**src/rtl/dmac_pkg.sv**
```systemverilog
package dmac_pkg;
    localparam int AW     = 32;
    localparam int DW     = 32;
    localparam int CNT_W  = 16;
    localparam int NSRC   = 4;
    localparam int SEL_W  = $clog2(NSRC);
    localparam int NCH    = 2;
    localparam int CH_W   = 1;
    localparam int REG_AW = 4;

    typedef enum logic [1:0] {ST_IDLE, ST_RD, ST_WR} eng_st_e;

    typedef struct packed {
        logic             en;
        logic             pend;
        logic             burst;
        logic [1:0]       size;
        logic             src_inc;
        logic             dst_inc;
        logic             irq_en;
        logic             hw_mode;
        logic [SEL_W-1:0] sel;
    } chan_cfg_t;

    // Byte step for one element of the given size code.
    function automatic logic [2:0] size_step(input logic [1:0] sz);
        case (sz)
            2'd0:    size_step = 3'd1;
            2'd1:    size_step = 3'd2;
            default: size_step = 3'd4;
        endcase
    endfunction

    function automatic logic [DW-1:0] size_mask(input logic [1:0] sz);
        case (sz)
            2'd0:    size_mask = DW'(32'h0000_00FF);
            2'd1:    size_mask = DW'(32'h0000_FFFF);
            default: size_mask = DW'(32'hFFFF_FFFF);
        endcase
    endfunction

    function automatic logic [31:0] pack_ctrl(input chan_cfg_t c, input logic done);
        logic [31:0] w;
        w = '0;
        w[0]          = c.en;
        w[1]          = c.pend;
        w[2]          = c.burst;
        w[4:3]        = c.size;
        w[5]          = c.src_inc;
        w[6]          = c.dst_inc;
        w[7]          = c.irq_en;
        w[8]          = c.hw_mode;
        w[9 +: SEL_W] = c.sel;
        w[16]         = done;
        return w;
    endfunction
endpackage

```
**src/rtl/dmac_chan.sv**
```systemverilog
module dmac_chan
    import dmac_pkg::*;
(
    input  logic                 clk,
    input  logic                 rst_n,
    input  logic                 wr_en,
    input  logic [1:0]           wr_field,
    input  logic [31:0]          wr_data,
    input  logic [1:0]           rd_field,
    output logic [31:0]          rd_data,
    input  logic [NSRC-1:0]      hw_req,
    input  logic                 adv,
    input  logic                 svc,
    output logic                 req_o,
    output logic                 last_o,
    output logic [AW-1:0]        src_o,
    output logic [AW-1:0]        dst_o,
    output logic                 burst_o,
    output logic [1:0]           size_o,
    output logic                 hw_mode_o,
    output logic [SEL_W-1:0]     sel_o,
    output logic                 irq_o
);
    typedef struct packed {
        logic [AW-1:0]    src;
        logic [AW-1:0]    dst;
        logic [CNT_W-1:0] cnt;
        chan_cfg_t        cfg;
        logic             done;
    } chan_st_t;

    chan_st_t q, d;
    logic [AW-1:0] step;
    logic unused_wbits;

    assign unused_wbits = ^wr_data[31:17];
    assign step = AW'(size_step(q.cfg.size));

    always_comb begin
        d = q;
        if (wr_en) begin
            case (wr_field)
                2'd0: d.src = wr_data[AW-1:0];
                2'd1: d.dst = wr_data[AW-1:0];
                2'd2: d.cnt = wr_data[CNT_W-1:0];
                default: begin
                    d.cfg.en      = wr_data[0];
                    d.cfg.pend    = wr_data[0] & wr_data[1];
                    d.cfg.burst   = wr_data[2];
                    d.cfg.size    = wr_data[4:3];
                    d.cfg.src_inc = wr_data[5];
                    d.cfg.dst_inc = wr_data[6];
                    d.cfg.irq_en  = wr_data[7];
                    d.cfg.hw_mode = wr_data[8];
                    d.cfg.sel     = wr_data[9 +: SEL_W];
                    if (wr_data[16]) d.done = 1'b0;
                end
            endcase
        end
        if (adv) begin
            if (q.cfg.src_inc) d.src = q.src + step;
            if (q.cfg.dst_inc) d.dst = q.dst + step;
            d.cnt = q.cnt - 1'b1;
            if (q.cnt == CNT_W'(1)) begin
                d.done     = 1'b1;
                d.cfg.en   = 1'b0;
                d.cfg.pend = 1'b0;
            end
        end
        if (svc) d.cfg.pend = 1'b0;
    end

    always_ff @(posedge clk or negedge rst_n) begin
        if (!rst_n) q <= '0;
        else        q <= d;
    end

    always_comb begin
        case (rd_field)
            2'd0:    rd_data = 32'(q.src);
            2'd1:    rd_data = 32'(q.dst);
            2'd2:    rd_data = 32'(q.cnt);
            default: rd_data = pack_ctrl(q.cfg, q.done);
        endcase
    end

    assign req_o     = q.cfg.en & (q.cfg.hw_mode ? hw_req[q.cfg.sel] : q.cfg.pend);
    assign last_o    = (q.cnt == CNT_W'(1));
    assign src_o     = q.src;
    assign dst_o     = q.dst;
    assign burst_o   = q.cfg.burst;
    assign size_o    = q.cfg.size;
    assign hw_mode_o = q.cfg.hw_mode;
    assign sel_o     = q.cfg.sel;
    assign irq_o     = q.done & q.cfg.irq_en;

    // the final element leaves the channel done and disabled
    a_r10_end_disables: assert property (@(posedge clk) disable iff (!rst_n)
        (adv && q.cnt == CNT_W'(1) && !wr_en) |=> (q.done && !q.cfg.en));

    // a count of zero does not finish on its first element
    a_r9_zero_not_last: assert property (@(posedge clk) disable iff (!rst_n)
        (adv && q.cnt == '0 && !wr_en) |=> (!q.done && q.cnt == {CNT_W{1'b1}}));
endmodule

```
**src/rtl/dmac_arb.sv**
```systemverilog
module dmac_arb
    import dmac_pkg::*;
(
    input  logic            clk,
    input  logic            rst_n,
    input  logic [NCH-1:0]  req,
    input  logic            rr_mode,
    input  logic            take,
    output logic            gnt_valid,
    output logic [CH_W-1:0] gnt_idx
);
    logic [CH_W-1:0] last_q, last_d;

    always_comb begin
        gnt_valid = |req;
        if (req[0] && req[1])
            gnt_idx = rr_mode ? ~last_q : '0;
        else
            gnt_idx = req[1] ? CH_W'(1) : '0;
        last_d = take ? gnt_idx : last_q;
    end

    always_ff @(posedge clk or negedge rst_n) begin
        if (!rst_n) last_q <= CH_W'(1);
        else        last_q <= last_d;
    end

    // in fixed mode a request from channel 0 always wins
    a_r11_fixed_ch0: assert property (@(posedge clk) disable iff (!rst_n)
        (take && !rr_mode && req[0]) |=> (last_q == '0));

    // in rotating mode with both requesting, the grant moves away from the last one
    a_r12_rotate: assert property (@(posedge clk) disable iff (!rst_n)
        (take && rr_mode && (&req)) |=> (last_q != $past(last_q)));
endmodule

```
**src/rtl/dmac_eng.sv**
```systemverilog
module dmac_eng
    import dmac_pkg::*;
(
    input  logic                     clk,
    input  logic                     rst_n,
    input  logic                     gnt_valid,
    input  logic [CH_W-1:0]          gnt_idx,
    output logic                     take,
    input  logic [NCH-1:0][AW-1:0]   src,
    input  logic [NCH-1:0][AW-1:0]   dst,
    input  logic [NCH-1:0][1:0]      size,
    input  logic [NCH-1:0]           burst,
    input  logic [NCH-1:0]           last,
    output logic [NCH-1:0]           adv,
    output logic [NCH-1:0]           svc,
    output logic                     bus_req,
    output logic                     bus_we,
    output logic [AW-1:0]            bus_addr,
    output logic [1:0]               bus_size,
    output logic [DW-1:0]            bus_wdata,
    input  logic [DW-1:0]            bus_rdata,
    input  logic                     bus_ready
);
    typedef struct packed {
        eng_st_e         st;
        logic [CH_W-1:0] ch;
        logic [DW-1:0]   data;
    } eng_s;

    eng_s q, d;

    always_comb begin
        d   = q;
        adv = '0;
        svc = '0;
        take      = (q.st == ST_IDLE) && gnt_valid;
        bus_req   = (q.st != ST_IDLE);
        bus_we    = (q.st == ST_WR);
        bus_addr  = (q.st == ST_WR) ? dst[q.ch] : src[q.ch];
        bus_size  = size[q.ch];
        bus_wdata = q.data;
        case (q.st)
            ST_IDLE: begin
                if (gnt_valid) begin
                    d.ch = gnt_idx;
                    d.st = ST_RD;
                end
            end
            ST_RD: begin
                if (bus_ready) begin
                    d.data = bus_rdata & size_mask(size[q.ch]);
                    d.st   = ST_WR;
                end
            end
            default: begin
                if (bus_ready) begin
                    adv[q.ch] = 1'b1;
                    if (!burst[q.ch] || last[q.ch]) begin
                        svc[q.ch] = 1'b1;
                        d.st      = ST_IDLE;
                    end else begin
                        d.st = ST_RD;
                    end
                end
            end
        endcase
    end

    always_ff @(posedge clk or negedge rst_n) begin
        if (!rst_n) q <= '{st: ST_IDLE, ch: '0, data: '0};
        else        q <= d;
    end

    // a stalled access is held unchanged
    a_r13_hold: assert property (@(posedge clk) disable iff (!rst_n)
        (bus_req && !bus_ready) |=> (bus_req && $stable(bus_we) && $stable(bus_addr)));

    // cycle-steal hands the bus back after each element
    a_r4_release: assert property (@(posedge clk) disable iff (!rst_n)
        (bus_req && bus_we && bus_ready && !burst[q.ch]) |=> !bus_req);

    // burst chains straight into the next read
    a_r5_chain: assert property (@(posedge clk) disable iff (!rst_n)
        (bus_req && bus_we && bus_ready && burst[q.ch] && !last[q.ch]) |=> (bus_req && !bus_we));
endmodule

```
**src/rtl/dual_dma.sv**
```systemverilog
module dual_dma
    import dmac_pkg::*;
(
    input  logic              clk,
    input  logic              rst_n,
    input  logic              reg_we,
    input  logic [REG_AW-1:0] reg_addr,
    input  logic [31:0]       reg_wdata,
    output logic [31:0]       reg_rdata,
    input  logic [NSRC-1:0]   hw_req,
    output logic [NSRC-1:0]   hw_ack,
    output logic              bus_req,
    output logic              bus_we,
    output logic [AW-1:0]     bus_addr,
    output logic [1:0]        bus_size,
    output logic [DW-1:0]     bus_wdata,
    input  logic [DW-1:0]     bus_rdata,
    input  logic              bus_ready,
    output logic              irq
);
    logic rr_q, rr_d;

    logic [NCH-1:0][31:0]      ch_rd;
    logic [NCH-1:0]            ch_req, ch_last, ch_burst, ch_hw, ch_irq, ch_adv, ch_svc;
    logic [NCH-1:0][AW-1:0]    ch_src, ch_dst;
    logic [NCH-1:0][1:0]       ch_size;
    logic [NCH-1:0][SEL_W-1:0] ch_sel;
    logic                      gnt_valid, take;
    logic [CH_W-1:0]           gnt_idx;
    logic                      glob_sel;

    assign glob_sel = reg_addr[REG_AW-1];

    for (genvar c = 0; c < NCH; c++) begin : g_ch
        dmac_chan u_chan (
            .clk       (clk),
            .rst_n     (rst_n),
            .wr_en     (reg_we && !glob_sel && (reg_addr[2] == c[0])),
            .wr_field  (reg_addr[1:0]),
            .wr_data   (reg_wdata),
            .rd_field  (reg_addr[1:0]),
            .rd_data   (ch_rd[c]),
            .hw_req    (hw_req),
            .adv       (ch_adv[c]),
            .svc       (ch_svc[c]),
            .req_o     (ch_req[c]),
            .last_o    (ch_last[c]),
            .src_o     (ch_src[c]),
            .dst_o     (ch_dst[c]),
            .burst_o   (ch_burst[c]),
            .size_o    (ch_size[c]),
            .hw_mode_o (ch_hw[c]),
            .sel_o     (ch_sel[c]),
            .irq_o     (ch_irq[c])
        );
    end

    dmac_arb u_arb (
        .clk       (clk),
        .rst_n     (rst_n),
        .req       (ch_req),
        .rr_mode   (rr_q),
        .take      (take),
        .gnt_valid (gnt_valid),
        .gnt_idx   (gnt_idx)
    );

    dmac_eng u_eng (
        .clk       (clk),
        .rst_n     (rst_n),
        .gnt_valid (gnt_valid),
        .gnt_idx   (gnt_idx),
        .take      (take),
        .src       (ch_src),
        .dst       (ch_dst),
        .size      (ch_size),
        .burst     (ch_burst),
        .last      (ch_last),
        .adv       (ch_adv),
        .svc       (ch_svc),
        .bus_req   (bus_req),
        .bus_we    (bus_we),
        .bus_addr  (bus_addr),
        .bus_size  (bus_size),
        .bus_wdata (bus_wdata),
        .bus_rdata (bus_rdata),
        .bus_ready (bus_ready)
    );

    always_comb begin
        rr_d = rr_q;
        if (reg_we && glob_sel && reg_addr[2:0] == 3'd0) rr_d = reg_wdata[0];
    end

    always_ff @(posedge clk or negedge rst_n) begin
        if (!rst_n) rr_q <= 1'b0;
        else        rr_q <= rr_d;
    end

    always_comb begin
        if (glob_sel)
            reg_rdata = (reg_addr[2:0] == 3'd0) ? {31'b0, rr_q} : 32'b0;
        else
            reg_rdata = ch_rd[reg_addr[2]];
    end

    always_comb begin
        hw_ack = '0;
        for (int c = 0; c < NCH; c++)
            if (ch_svc[c] && ch_hw[c]) hw_ack[ch_sel[c]] = 1'b1;
    end

    assign irq = |ch_irq;

    // at most one acknowledge line is active in any cycle
    a_r6_ack_single: assert property (@(posedge clk) disable iff (!rst_n)
        $onehot0(hw_ack));

    // an acknowledge only comes with an accepted write
    a_r6_ack_on_write: assert property (@(posedge clk) disable iff (!rst_n)
        (|hw_ack) |-> (bus_req && bus_we && bus_ready));
endmodule

```
**config.mk**
```make
export PLATFORM = sky130hd
export DESIGN_NAME = dual_dma
export DESIGN_NICKNAME = d
export VERILOG_FILES = /design/src/rtl/dmac_pkg.sv /design/src/rtl/dmac_chan.sv /design/src/rtl/dmac_arb.sv /design/src/rtl/dmac_eng.sv /design/src/rtl/dual_dma.sv
export SDC_FILE = /design/constraint.sdc
export NUM_CORES = 1
export LEC_CHECK = 0
export ABC_CLOCK_PERIOD_IN_PS = 3900
export BUFFER_PORTS_ARGS = -buffer_cell sky130_fd_sc_hd__buf_4
export CAP_MARGIN = 0
export CORE_ASPECT_RATIO = 0.9
export CORE_MARGIN = 10
export CORE_UTILIZATION = 55
export DETAILED_ROUTE_END_ITERATION = 8
export PLACE_DENSITY_LB_ADDON = 0.05
export SYNTH_ARGS = -nofsm -noshare
export SYNTH_HDL_FRONTEND = slang
export SYNTH_HIERARCHICAL = 1
export SYNTH_SLANG_ARGS = --single-unit
```
**constraint.sdc**
```tcl
create_clock -name clk -period 3.9 [get_ports clk]
set_clock_uncertainty 0.2 [all_clocks]
set_input_delay 0.585 -clock clk [delete_from_list [all_inputs] [get_ports clk]]
set_output_delay 0.585 -clock clk [all_outputs]
set_load 0.1 [all_outputs]
```
After elaboration in Yosys (flattened, before gate mapping)

Cells that the tools add are included.

Bits in registers: 221
Input port bits: 76
Output and inout bits: 105
Word-level logic and storage cells: 177

Add/sub/neg operators: 6
$lt $le $gt $ge: 7
Eq/ne operators: 11
Muxes and demuxes: 74
Bitwise gates (word level): 10
Reduce and logical (&&, ||, !) cells: 38

Operators by type and width:

| kind                    | count |
|---|---|
| $mux W32                | 18 |
| $pmux W32 S3            | 2 |
| $mux W92                | 2 |
| $mux W82                | 2 |
| $add A32 B3 Y32         | 4 |
| $pmux W32 S2            | 1 |
| $and A32 B32 Y32        | 1 |
| $eq A16 B1 Y1 const B   | 2 |
| $sub A16 B1 Y16 const B | 2 |
| $mux W1                 | 24 |
| $mux W12                | 2 |
| $mux W2                 | 11 |
| $mux W16                | 1 |
| $logic_and A1 B1 Y1     | 12 |
| $pmux W3 S2             | 2 |
| $reduce_and A2 Y1       | 6 |
| $reduce_bool A2 Y1      | 6 |
| $eq A2 B1 Y1 const B    | 5 |
| $logic_not A2 Y1        | 5 |
| $mux W4                 | 2 |
| $lt A2 B3 Y1 const B    | 2 |
| $reduce_or A2 Y1        | 3 |
| $and A1 B1 Y1           | 5 |
| $bmux W1 S2             | 2 |
| 17 further kinds        | 24 |

Logic depth before layout (Yosys ltp)

Gate-level depths: netlist (run 1).

Depth after elaboration: 11
Gate-level depth with buffers: 10
Depth with buffers taken out: 9

Hierarchy

The synthesis (run 1) kept the hierarchy.

Modules (own cells, without submodules):

| module                      | instances | cells each | area an instance (um^2) | sequential area each (um^2) |
|---|---|---|---|---|
| dmac_chan at g_ch[0].u_chan | 1         | 791        | 6907.9                  | 2302.2 |
| dmac_chan at g_ch[1].u_chan | 1         | 765        | 6713.9                  | 2302.2 |
| dmac_eng                    | 1         | 203        | 2433.6                  | 875.8 |
| dual_dma                    | 1         | 90         | 636.9                   | 25.0 |
| dmac_arb                    | 1         | 6          | 70.1                    | 26.3 |

Least setup slack after synthesis (run 1)

No wires, ideal clock.

Path type: reg2out
Start point: register g_ch[1].u_chan/q[19] in the netlist's numbering
End point: output port hw_ack[0]
Arrival: 4142 ps
Data required time: 3115 ps
Path slack: -1027 ps
Stages on the path, launching flop included: 9
Buffers on the path: 1
Path through: dfrtp_1 > or3_4 > or3_1 > buf_2 > nor4_2 > nor2b_1 > nor2b_1 > nand2_1 > o32ai_1

Elaborated cells on any way between the ends: 12
Those cells by class: 1 x eq/ne; 7 x mux; 1 x bitwise; 3 x reduce/logical

RTL lines:

| element                                    | line            | RTL |
|---|---|---|
| start, declared                            | dmac_chan.sv:32 | `chan_st_t q, d;` |
| start signal, assigned                     | dmac_chan.sv:74 | `if (!rst_n) q <= '0;` |
| start signal, assigned                     | dmac_chan.sv:75 | `else q <= d;` |
| $eq A16 B1 Y1                              | dmac_chan.sv:88 | `assign last_o = (q.cnt == CNT_W'(1));` |
| via ch_last[1]                             | dual_dma.sv:24  | `logic [NCH-1:0] ch_req, ch_last, ch_burst, ch_hw, ch_irq, ch_adv, ch_svc;` |
| $mux W1 (implied by the code) (2 in a row) | dmac_eng.sv:58  | `if (!burst[q.ch] \|\| last[q.ch]) begin` |
| $logic_or A1 B1 Y1                         | dmac_eng.sv:58  |  |
| $mux W2                                    | dmac_eng.sv:58  |  |
| $mux W2                                    | dmac_eng.sv:56  | `if (bus_ready) begin` |
| $mux W2                                    | dmac_eng.sv:42  | `case (q.st)` |
| via ch_svc[1]                              | dual_dma.sv:24  |  |
| $logic_and A1 B1 Y1                        | dual_dma.sv:110 | `if (ch_svc[c] && ch_hw[c]) hw_ack[ch_sel[c]] = 1'b1;` |
| $mux W4                                    | dual_dma.sv:110 |  |
| end, declared                              | dual_dma.sv:11  | `output logic [NSRC-1:0] hw_ack,` |

The timed path passes the listed nets, and every way through them passes these cells. The select of a mux whose other input is x is not followed.

Final worst setup path (run 1)

Start point: register g_ch[0].u_chan/q[19] in the netlist's numbering
End point: output port hw_ack[0]

Word-level cells in the longest chain between the ends: 11
Elaborated cells on any way between the ends: 12
Those cells by class: 1 x eq/ne; 7 x mux; 1 x bitwise; 3 x reduce/logical

Ends and longest elaborated chain:

| element                                      | line |
|---|---|
| start, declared                              | dmac_chan.sv:32 |
| start signal, assigned                       | dmac_chan.sv:74 |
| start signal, assigned                       | dmac_chan.sv:75 |
| $eq A16 B1 Y1 *                              | dmac_chan.sv:88 |
| via ch_last[0]                               | dual_dma.sv:24 |
| $mux W1 (implied by the code) * (2 in a row) | dmac_eng.sv:58 |
| $logic_or A1 B1 Y1 *                         | dmac_eng.sv:58 |
| $mux W2 *                                    | dmac_eng.sv:58 |
| $mux W2 *                                    | dmac_eng.sv:56 |
| $mux W2 *                                    | dmac_eng.sv:42 |
| via ch_svc[0]                                | dual_dma.sv:24 |
| $logic_and A1 B1 Y1 *                        | dual_dma.sv:110 |
| $mux W4 *                                    | dual_dma.sv:110 |
| $or A4 B4 Y4 (no source line)                | - |
| $mux W4 *                                    | dual_dma.sv:110 |

Mark *: on every way through the listed nets, which the timed path passes. The rest lies on a longest branch. The select of a mux whose other input is x is not followed.

==> impl_metrics.tcl, run 1 <==
set metrics [dict create \
    status "complete, but fails checks" \
    failed_checks "negative setup slack" \
    synth_sequential_area_ratio_pct 33.0 \
    grt_pass1_wl_um 93900 \
    die-area_sq_um 37900 \
    worst_setup_path_end_kind "primary output" \
    cts_root_buffer "clkbuf_16" \
    synth_fp_nets 1947 \
    critPathMostFrequentCell "or4_4" \
    ys_seq_elements 221 \
    synth_edf_count 0 \
    rows 60 \
    avgSynthCellArea_sq_um 9.04 \
    numCtsBuffers 27 \
    wl_per_cell_um 27.9 \
    cp_max_fo 4 \
    dr.first_iter.drc_count 2068 \
    leakagePower_nw 7.68 \
    die_h_um 186 \
    clock.fmax_ghz 0.255 \
    dr.pass1.iters 6 \
    synth-compound-area-share_pct 17.2 \
    wl_um 62900 \
    synth_async_sr_flop_share_pct 100 \
    synth_top_area_cell "dfrtp_1" \
    globalplace.congestion 0.990 \
    grt_use_total_pct 32.5 \
    synth_warnings 6 \
    clk_latency_ns 0.55 \
    synth-simple-area-share_pct 21.8 \
    setup_ws_ns -0.0181 \
    synth.mux.area_fraction_pct 14.6 \
    synth_area_sq_um 16800 \
    powerDensity_nw_per_um2 871 \
    core_area_sq_um 30000 \
    dr_total_vias 15500 \
    tns_ns -0.0191 \
    synth_fa_ha_area_share_pct 1.19 \
    synthTopCellsByCount "220 x dfrtp_1, 187 x nor2_1, 170 x nand2_1" \
    slew_violations 0 \
    dpl.hpwl_um 47000 \
    p_total_mw 15.9 \
    period_needed_ns 3.92 \
    grt.met3_usage_pct 10.4 \
    worst_pin_slew_ns 0.850 \
    rsz0062_at_grt "yes" \
    synth_area_leaders "dfrtp_1 33%, buf_4 7.5%, mux4_2 7.4%" \
    drive_gt1_share_pct 22.6 \
    synth.most_common_cell "dfrtp_1" \
    use_met1_pct 46.2 \
    crit_path_start_kind "register" \
    synthFlopType "dfrtp_1" \
    ant_nets 0 \
    area_growth_pct 8.99 \
    cts_tree "built" \
    cp_top_family "simple AND/OR/NAND/NOR gates" \
    grt.met2_usage_pct 46.3 \
    synth_xor_area_share_pct 0.993 \
    cap_violations 0 \
    grt_start_max_net_pins 83 \
    portBuffers 180 \
    vdd_drop_max_v 0.000741 \
    fin_nets 1929 \
    critPathMaxStageDelay_ns 0.56 \
    slew_headroom_pct 43.1 \
    synth_cell_types 96 \
    hold_viol 0 \
    cp_num_buf_inv 1 \
    setup_violations 2 \
    synth_top_family_by_area "simple AND/OR/NAND/NOR gates" \
    start_util_pct 56.0 \
    antenna_found_initial 1 \
    hold_path_class "in -> reg" \
    path_cells "or4_4 -> or4_4 -> nor3_4 -> nor2_2 -> a22oi_2 -> and2_4 -> nand3b_1 -> o32ai_2 -> buf_6" \
    via_per_inst 6.85 \
    grt_pass1_vias 14600 \
    worstPathArrival_ns 3.13 \
    synth_cells 1855 \
    required_ns 3.12 \
    period_share_pct 100 \
    drcViolationCount 0 \
    die_w_um 204 \
    fill_cells 2607 \
    num_io_pins 181 \
    busiest_layer "met2" \
    cts.clk_slew.worst_paths_ns 0.06 \
    crit_type "reg -> out" \
    postLayoutCoreUtil_pct 61.0 \
    grt-ovfl-total 0 \
    cp_slowest_cell "or4_4" \
    synth_top_area_share_pct 32.8 \
    cts.path.max_buffers 3 \
    cts.sinks 221 \
    htreeDepth 1 \
]
[flip-flops by register name, indices dropped and copies added, names as in the netlist, 3 cells and up]
name,cells
g_ch.u_chan/src_o,64
u_eng/bus_wdata,32
g_ch.u_chan/size_o,4
g_ch.u_chan/q,44
u_eng/q,3
g_ch.u_chan/sel_o,4
g_ch.u_chan/dst_o,64
[what timing repair did]
item,in CTS,in global routing
setup endpoints to repair,4,4
gates resized for setup,14,9
hold buffers,1,0
endpoints found under the hold margin,79,0
setup buffers,2,2
cloned,0,0
pin swaps,4,3
[layer usage]
| layer | wire length [um] | vias up |
|---|---|---|
| met3 | 8370 | 131 |
| met5 | 0 | - |
| met1 | 26100 | 7677 |
| li1 | - | 6743 |
| met2 | 26700 | 911 |
| met4 | 1780 | 0 |
[cell families after synthesis]
logic type	Yosys count
flip-flops	221
buffers and inverters	307
XOR/XNOR	19
adder cells (fa/ha/maj)	16
AND/OR/NAND/NOR	712
multiplexers	171
AO/OA/AOI/OAI	409
[layout by cell type (no fill, tap or decap), types with 18 or more instances in the layout]
master     instances
a311oi_1          20
nand2_1          170
and2_1            20
a211oi_1          28
dfrtp_1          217
nand3_1           72
inv_1             26
mux2i_1           94
buf_4            224
nor3_1            36
or3_1             18
o21ai_0           62
mux2_2            19
nor2_1           185
nand4_1           36
mux4_2            55
a21oi_1           88
o22ai_1           18
o221a_2           24
clkbuf_16         27
a31oi_1           22
and3_1            47
[power by group]
group,internal (mW),total (mW),leakage [nW],switching [mW]
Clock,1.42,2.43,0.405,1.01
Sequential,3.12,4.74,2.64,1.63
Combinational,2.55,8.74,4.63,6.19
Total,7.09,15.9,7.68,8.82
[worst paths after layout]
check	slack, ns	depth (start not counted)	endpoint	start
min	0.02	3	u_eng/bus_wdata[0]$_DFFE_PN0P_	bus_rdata[0]
max reg2reg	0.65	8	g_ch[1].u_chan/src_o[28]$_DFF_PN0_	g_ch[1].u_chan/size_o[0]$_DFFE_PN0P_
max in group asynchronous	2.15	3	g_ch[0].u_chan/src_o[31]$_DFF_PN0_	rst_n
max	-0.02	9	hw_ack[0]	g_ch[0].u_chan/q[19]$_DFFE_PN0P_
min in group asynchronous	0.41	2	u_eng/bus_wdata[1]$_DFFE_PN0P_	rst_n
min reg2reg	0.28	2	u_eng/bus_wdata[3]$_DFFE_PN0P_	u_eng/bus_wdata[3]$_DFFE_PN0P_
[worst register-to-register path, cell delays in order (launching register included)]
cell	delay, ns
dfrtp_1	0.62
nor2b_1	0.34
xor2_1	0.20
ha_1	0.19
a21oi_1	0.15
a21oi_1	0.56
nor3b_1	0.59
and3_1	0.24
nor3_1	0.05
[stage by stage]
step	worst slack [ns]	hold slack [ns]	instance area (sq um)	cells
after global routing	-0.109	0.0269	18300	2256
after global placement	0.340	0.261	17300	2206
after detailed placement	0.274	0.264	17300	2206
after CTS	-0.0160	0.000381	18200	2254
final	-0.0181	0.0165	18300	2257
after floorplan	-0.439	0.0894	16800	1855
[cell type report]
cell class | instances | area (sq um) | area share (%)
clock buffers | 41 | 778 | 4.26
repair buffers | 234 | 1860 | 10.2
clock inverters | 4 | 45.0 | 0.247
multi-input cells | 1327 | 9450 | 51.7
flip-flops and latches | 221 | 5540 | 30.3
inverters | 26 | 97.6 | 0.534
diodes | 1 | 2.50 | 0.0137
well taps | 403 | 504 | 2.76
Note: power is estimated with default switching activity, not from simulation.
==> inputs of run 2 (changes only) <==
Settings changed: CORE_MARGIN 10 to 4.
==> run 2 against run 1 <==
Compared with the run above: the flow still finishes with violations (negative setup slack); sequential share of layout area decreased by 0.19 points; clock-buffer cell count decreased by 8; total power up 1.6%; via count up 2.1%; sequential power fell by 0.8%; combinational power is 0.6% lower; core utilization increased by 0.40 points; maximum frequency fell by 1.5%; critical path depth unchanged; global-route usage is 3.8 points higher; critical path type unchanged; critical endpoint unchanged; largest power group unchanged; highest routed layer is now met5.
==> impl_metrics.tcl, run 2 (same netlist as run 1, synthesis figures left out) <==
set metrics [dict create \
    final_common_cell "buf_4" \
    area_growth_pct 9.70 \
    hold_end "u_eng/bus_wdata[7]$_DFFE_PN0P_" \
    worst_pin_slew_ns 0.946 \
    postLayoutCoreUtil_pct 61.4 \
    cts_tree "built" \
    setup_ws_ns -0.0761 \
    min_from "bus_rdata[7]" \
    start_util_pct 56.0 \
    tns_ns -0.180 \
    dpl.hpwl_um 46100 \
    hold_path_class "in -> reg" \
    die_h_um 174 \
    status "complete, but fails checks" \
    dr.pass1.iters 5 \
    cts.path.max_buffers 3 \
    fill_cells 2568 \
    setup_violations 4 \
    ant_nets 0 \
    vdd_drop_max_v 0.000778 \
    layout_common_cells "225 x buf_4, 216 x dfrtp_1, 186 x nor2_1, 170 x nand2_1, 94 x mux2i_1" \
    grt_use_total_pct 36.3 \
    wl_um 62600 \
    cap_violations 0 \
    drcViolationCount 0 \
    required_ns 3.12 \
    drive_gt1_share_pct 23.1 \
    r2r-start "g_ch[1].u_chan/size_o[0]$_DFFE_PN0P_" \
    powerDensity_nw_per_um2 879 \
    die-area_sq_um 33300 \
    core_area_sq_um 30000 \
    cp_max_fo 3 \
    critPathLaunch "g_ch[0].u_chan/q[19]$_DFFE_PN0P_" \
    clk_latency_ns 0.56 \
    rr_worst_depth 8 \
    multi_input_area_sq_um 9420 \
    clock.fmax_ghz 0.252 \
    worstPathArrival_ns 3.19 \
    slew_headroom_pct 36.8 \
    globalplace.congestion 0.958 \
    r2r_slack_ns 0.75 \
    htreeDepth 1 \
    die_w_um 192 \
    portBuffers 180 \
    worst_setup_path_end_kind "primary output" \
    period_share_pct 102 \
    cts.clk_slew.worst_paths_ns 0.07 \
    rows 60 \
    dr.first_iter.drc_count 1991 \
    seqCellArea_sq_um 5540 \
    hold_depth 3 \
    period_needed_ns 3.98 \
    cts.sinks 221 \
    numCtsBuffers 27 \
    crit_type "reg -> out" \
    grt_pass1_wl_um 93000 \
    dr_total_vias 15800 \
    antenna_found_initial 3 \
    wl_per_cell_um 27.7 \
    grt_pass1_vias 14600 \
    fin_nets 1930 \
    leakagePower_nw 7.76 \
    grt-ovfl-total 0 \
    hold_viol 0 \
    failed_checks "negative setup slack" \
    num_io_pins 181 \
    rsz0062_at_grt "yes" \
    slew_violations 0 \
    r2r-end "g_ch[1].u_chan/src_o[28]$_DFF_PN0_" \
    crit_path_start_kind "register" \
    via_per_inst 6.98 \
    cts_root_buffer "clkbuf_16" \
    grt_start_max_net_pins 86 \
]
[run 2: cell types whose count changed in the layout (fill, tap and decap cells not counted), sizes merged]
cell,previous run,this run
clkinv,3,8
clkbuf,41,33
buf,233,234
inv,26,29
bufinv,1,5
[run 2: stage by stage]
| stage | hold slack (ns) | cell area, sq um | power [mW] | instances | setup WS, ns |
|---|---|---|---|---|---|
| floorplan | 0.0894 | 16800 | 11.6 | 1855 | -0.439 |
| global placement | 0.263 | 17300 | 13.1 | 2205 | 0.277 |
| detailed placement | 0.264 | 17300 | 13.2 | 2205 | 0.182 |
| CTS | 0.0107 | 18400 | 16.0 | 2259 | -0.0596 |
| global route | 0.0258 | 18400 | 16.7 | 2261 | -0.138 |
| finish | 0.0182 | 18400 | 16.2 | 2262 | -0.0761 |
[run 2: cell type report]
class | instances | share of cell area, %
multi-input combinational | 1327 | 51.2
sequential | 221 | 30.1
timing repair buffer | 235 | 10.1
clock buffer | 33 | 4.01
tap | 403 | 2.74
clock inverter | 16 | 1.23
inverter | 26 | 0.531
antenna | 1 | 0.0136
[run 2: layer usage]
metal	vias to the layer above	track usage, %	share of wire [%]
li1	6760	-	-
met1	7854	54.8	42
met2	1023	50.9	41
met3	143	11.4	14
met4	2	8.82	2.9
met5	-	0	0.021
[run 2: worst max-delay path by stage]
stage | to | slack [ns]
6_report | hw_ack[0] | -0.08
5_1_grt | hw_ack[0] | -0.14
4_1_cts | hw_ack[0] | -0.06
3_5_place_dp | hw_ack[0] | 0.18
3_3_place_gp | hw_ack[0] | 0.28
2_1_floorplan | hw_ack[2] | -0.44
[run 2: worst max-delay path: stages, from the launching register on]
cell      delay [ns]
dfrtp_2         0.41
or4_4           0.54
or4_4           0.45
nor3_4          0.19
nor2_1          0.09
a22oi_2         0.21
and2_4          0.18
nand3b_1        0.16
o32ai_2         0.16
buf_6           0.26
[run 2: what timing repair did]
action,CTS,global route
resized for setup,16,3
hold buffers,1,0
setup buffers,4,2
hold endpoints to repair,80,0
setup endpoints to repair,4,4
pin swaps,6,2
[run 2: power breakdown]
| part | leakage [nW] | switching, mW | internal, mW | total [mW] |
|---|---|---|---|---|
| combinational | 4.64 | 6.16 | 2.53 | 8.69 |
| sequential | 2.64 | 1.58 | 3.12 | 4.70 |
| clock | 0.481 | 1.09 | 1.68 | 2.77 |
| total | 7.76 | 8.84 | 7.33 | 16.2 |
==> inputs of run 3 (changes only) <==
Settings changed: BUFFER_PORTS_ARGS -buffer_cell sky130_fd_sc_hd__buf_4 to -buffer_cell sky130_fd_sc_hd__buf_2, CORE_UTILIZATION 55 to 45.
==> run 3 against run 2 <==
Compared with the run above: the flow still finishes with violations (negative setup slack); highest routed layer unchanged; sequential share of layout area rose by 0.18 points; cell count increased by 3.6%; via count is 1.7% lower; worst setup slack better by 0.024 ns; non-clock buffer count increased by 7; combinational power fell by 2.9%; critical path depth did not move; largest cell class unchanged.
==> impl_metrics.tcl, run 3 (same netlist as run 1, synthesis figures left out) <==
set metrics [dict create \
    status "complete, but fails checks" \
    failed_checks "negative setup slack" \
    grt_pass1_vias 14600 \
    fill_cells 3496 \
    worstPathArrival_ns 3.17 \
    grt_use_total_pct 30.9 \
    ant_nets 0 \
    required_ns 3.12 \
    vdd_drop_max_v 0.000759 \
    numCtsBuffers 28 \
    dr.pass1.iters 6 \
    dpl.hpwl_um 47100 \
    dp_slack_ns 0.197 \
    wl_um 64000 \
    rr_worst_depth 8 \
    setup_violations 2 \
    num_io_pins 181 \
    grt-ovfl-total 0 \
    cts.clk_slew.worst_paths_ns 0.06 \
    num_antenna_cells 0 \
    drcViolationCount 0 \
    period_needed_ns 3.95 \
    cp_max_fo 3 \
    holdWs_ns 0.0255 \
    area_growth_pct 9.00 \
    drive_gt1_share_pct 23.2 \
    clock.fmax_ghz 0.253 \
    use_met1_pct 46.7 \
    cts_tree "built" \
    period_share_pct 101 \
    cts.sinks 221 \
    antenna_found_initial 1 \
    grt_pass1_wl_um 95300 \
    die_w_um 211 \
    crit_type "reg -> out" \
    slew_violations 0 \
    cap_violations 0 \
    layout_common_cells "218 x dfrtp_1, 185 x nor2_1, 170 x nand2_1, 164 x buf_2, 94 x mux2i_1" \
    min_from "bus_rdata[5]" \
    powerDensity_nw_per_um2 869 \
    final_area_sq_um 18300 \
    rows 66 \
    core_area_sq_um 36400 \
    hold_viol 0 \
    r2r_slack_ns 0.66 \
    cts.path.max_buffers 3 \
    worst_pin_slew_ns 0.916 \
    hold_end "u_eng/bus_wdata[5]$_DFFE_PN0P_" \
    rsz0062_at_grt "yes" \
    setup_ws_ns -0.0523 \
    critPathMaxStageDelay_ns 0.53 \
    hold_path_class "in -> reg" \
    portBuffers 180 \
    leakagePower_nw 7.72 \
    final_common_cell "dfrtp_1" \
    crit_path_start_kind "register" \
    die-area_sq_um 40400 \
    clk_latency_ns 0.57 \
    r2r-end "g_ch[1].u_chan/dst_o[28]$_DFF_PN0_" \
    r2r-start "g_ch[1].u_chan/size_o[0]$_DFFE_PN0P_" \
    wl_per_cell_um 27.3 \
    globalplace.congestion 0.953 \
    hold_depth 3 \
    cts_root_buffer "clkbuf_16" \
    dr.first_iter.drc_count 1783 \
    via_per_inst 6.62 \
    cp_slowest_cell "or4_4" \
    start_util_pct 46.0 \
    busiest_layer "met1" \
    grt.met2_usage_pct 42.8 \
    p_total_mw 15.9 \
    slew_headroom_pct 38.7 \
    dr_total_vias 15500 \
    placed_area_sq_um 17200 \
    grt.met3_usage_pct 8.84 \
    grt_start_max_net_pins 86 \
    die_h_um 191 \
    path_cells "or4_4 -> or4_4 -> nor3_4 -> nor2_2 -> a22oi_2 -> and2_4 -> nand3b_1 -> o32ai_2 -> buf_12" \
    fin_nets 1938 \
    htreeDepth 1 \
    worst_setup_path_end_kind "primary output" \
    critPathMostFrequentCell "or4_4" \
]
-- run 3: changes by cell type in the layout (fill, tap and decap cells not counted), moves of 3 or more --
| cell | change |
|---|---|
| buf_4 | -170 |
| buf_2 | +164 |
| buf_12 | +11 |
| clkbuf_8 | +5 |
| bufinv_16 | -3 |
| dlygate4sd3_1 | +3 |
-- run 3: worst max path at each step --
stage	startpoint	end	cells after the start
final	g_ch[0].u_chan/q[19]$_DFFE_PN0P_	hw_ack[0]	9
after global routing	g_ch[0].u_chan/q[19]$_DFFE_PN0P_	hw_ack[0]	9
after CTS	g_ch[0].u_chan/q[19]$_DFFE_PN0P_	hw_ack[0]	9
after detailed placement	g_ch[1].u_chan/q[20]$_DFFE_PN0P_	hw_ack[0]	9
after global placement	g_ch[1].u_chan/q[20]$_DFFE_PN0P_	hw_ack[0]	9
after floorplan	g_ch[1].u_chan/q[19]$_DFFE_PN0P_	hw_ack[2]	9
-- run 3: repair_timing --
item,4_1_cts,5_1_grt
hold buffers,4,0
resized for setup,6,4
buffers inserted,6,1
hold endpoints to repair,72,0
pin swaps,5,2
gates cloned,0,0
setup endpoints to repair,4,4
-- run 3: metrics by stage --
step           cells  TNS, ns  utilization (%)
6_report        2343  -0.0726             50.2
5_1_grt         2343   -0.426             50.2
4_1_cts         2342  -0.0792             50.1
3_5_place_dp    2281        0             47.1
3_3_place_gp    2281        0             47.1
2_1_floorplan   1855   -0.940                -
-- run 3: critical path, delay by kind of cell, from the launching register on --
kind                   cells  cell delay, ns
AO/OA/AOI/OAI              2            0.40
buffers and inverters      1            0.22
flip-flops                 1            0.42
AND/OR/NAND/NOR            6            1.56
-- run 3: area by class of cell --
cell class / instances / area (sq um) / share of cell area [%]
clock buffer: 41 / 861 / 4.71
clock inverter: 10 / 103 / 0.562
inverter: 26 / 97.6 / 0.534
multi-input combinational: 1327 / 9430 / 51.6
sequential: 221 / 5530 / 30.3
tap: 476 / 596 / 3.26
timing repair buffer: 242 / 1650 / 9.03
-- run 3: per-layer routing --
| layer | routed length, um | part of all wire, % | vias up |
|---|---|---|---|
| met5 | 47 | 0.073 | - |
| met4 | 2030 | 3.2 | 2 |
| met3 | 7540 | 12 | 112 |
| met2 | 26200 | 41 | 866 |
| met1 | 28200 | 44 | 7755 |
| li1 | - | - | 6771 |
-- run 3: power by group --
group | internal [mW] | switching (mW) | total (mW) | leakage (nW)
Combinational | 2.30 | 6.13 | 8.44 | 4.60
Clock | 1.65 | 1.08 | 2.73 | 0.481
Sequential | 3.12 | 1.59 | 4.71 | 2.64
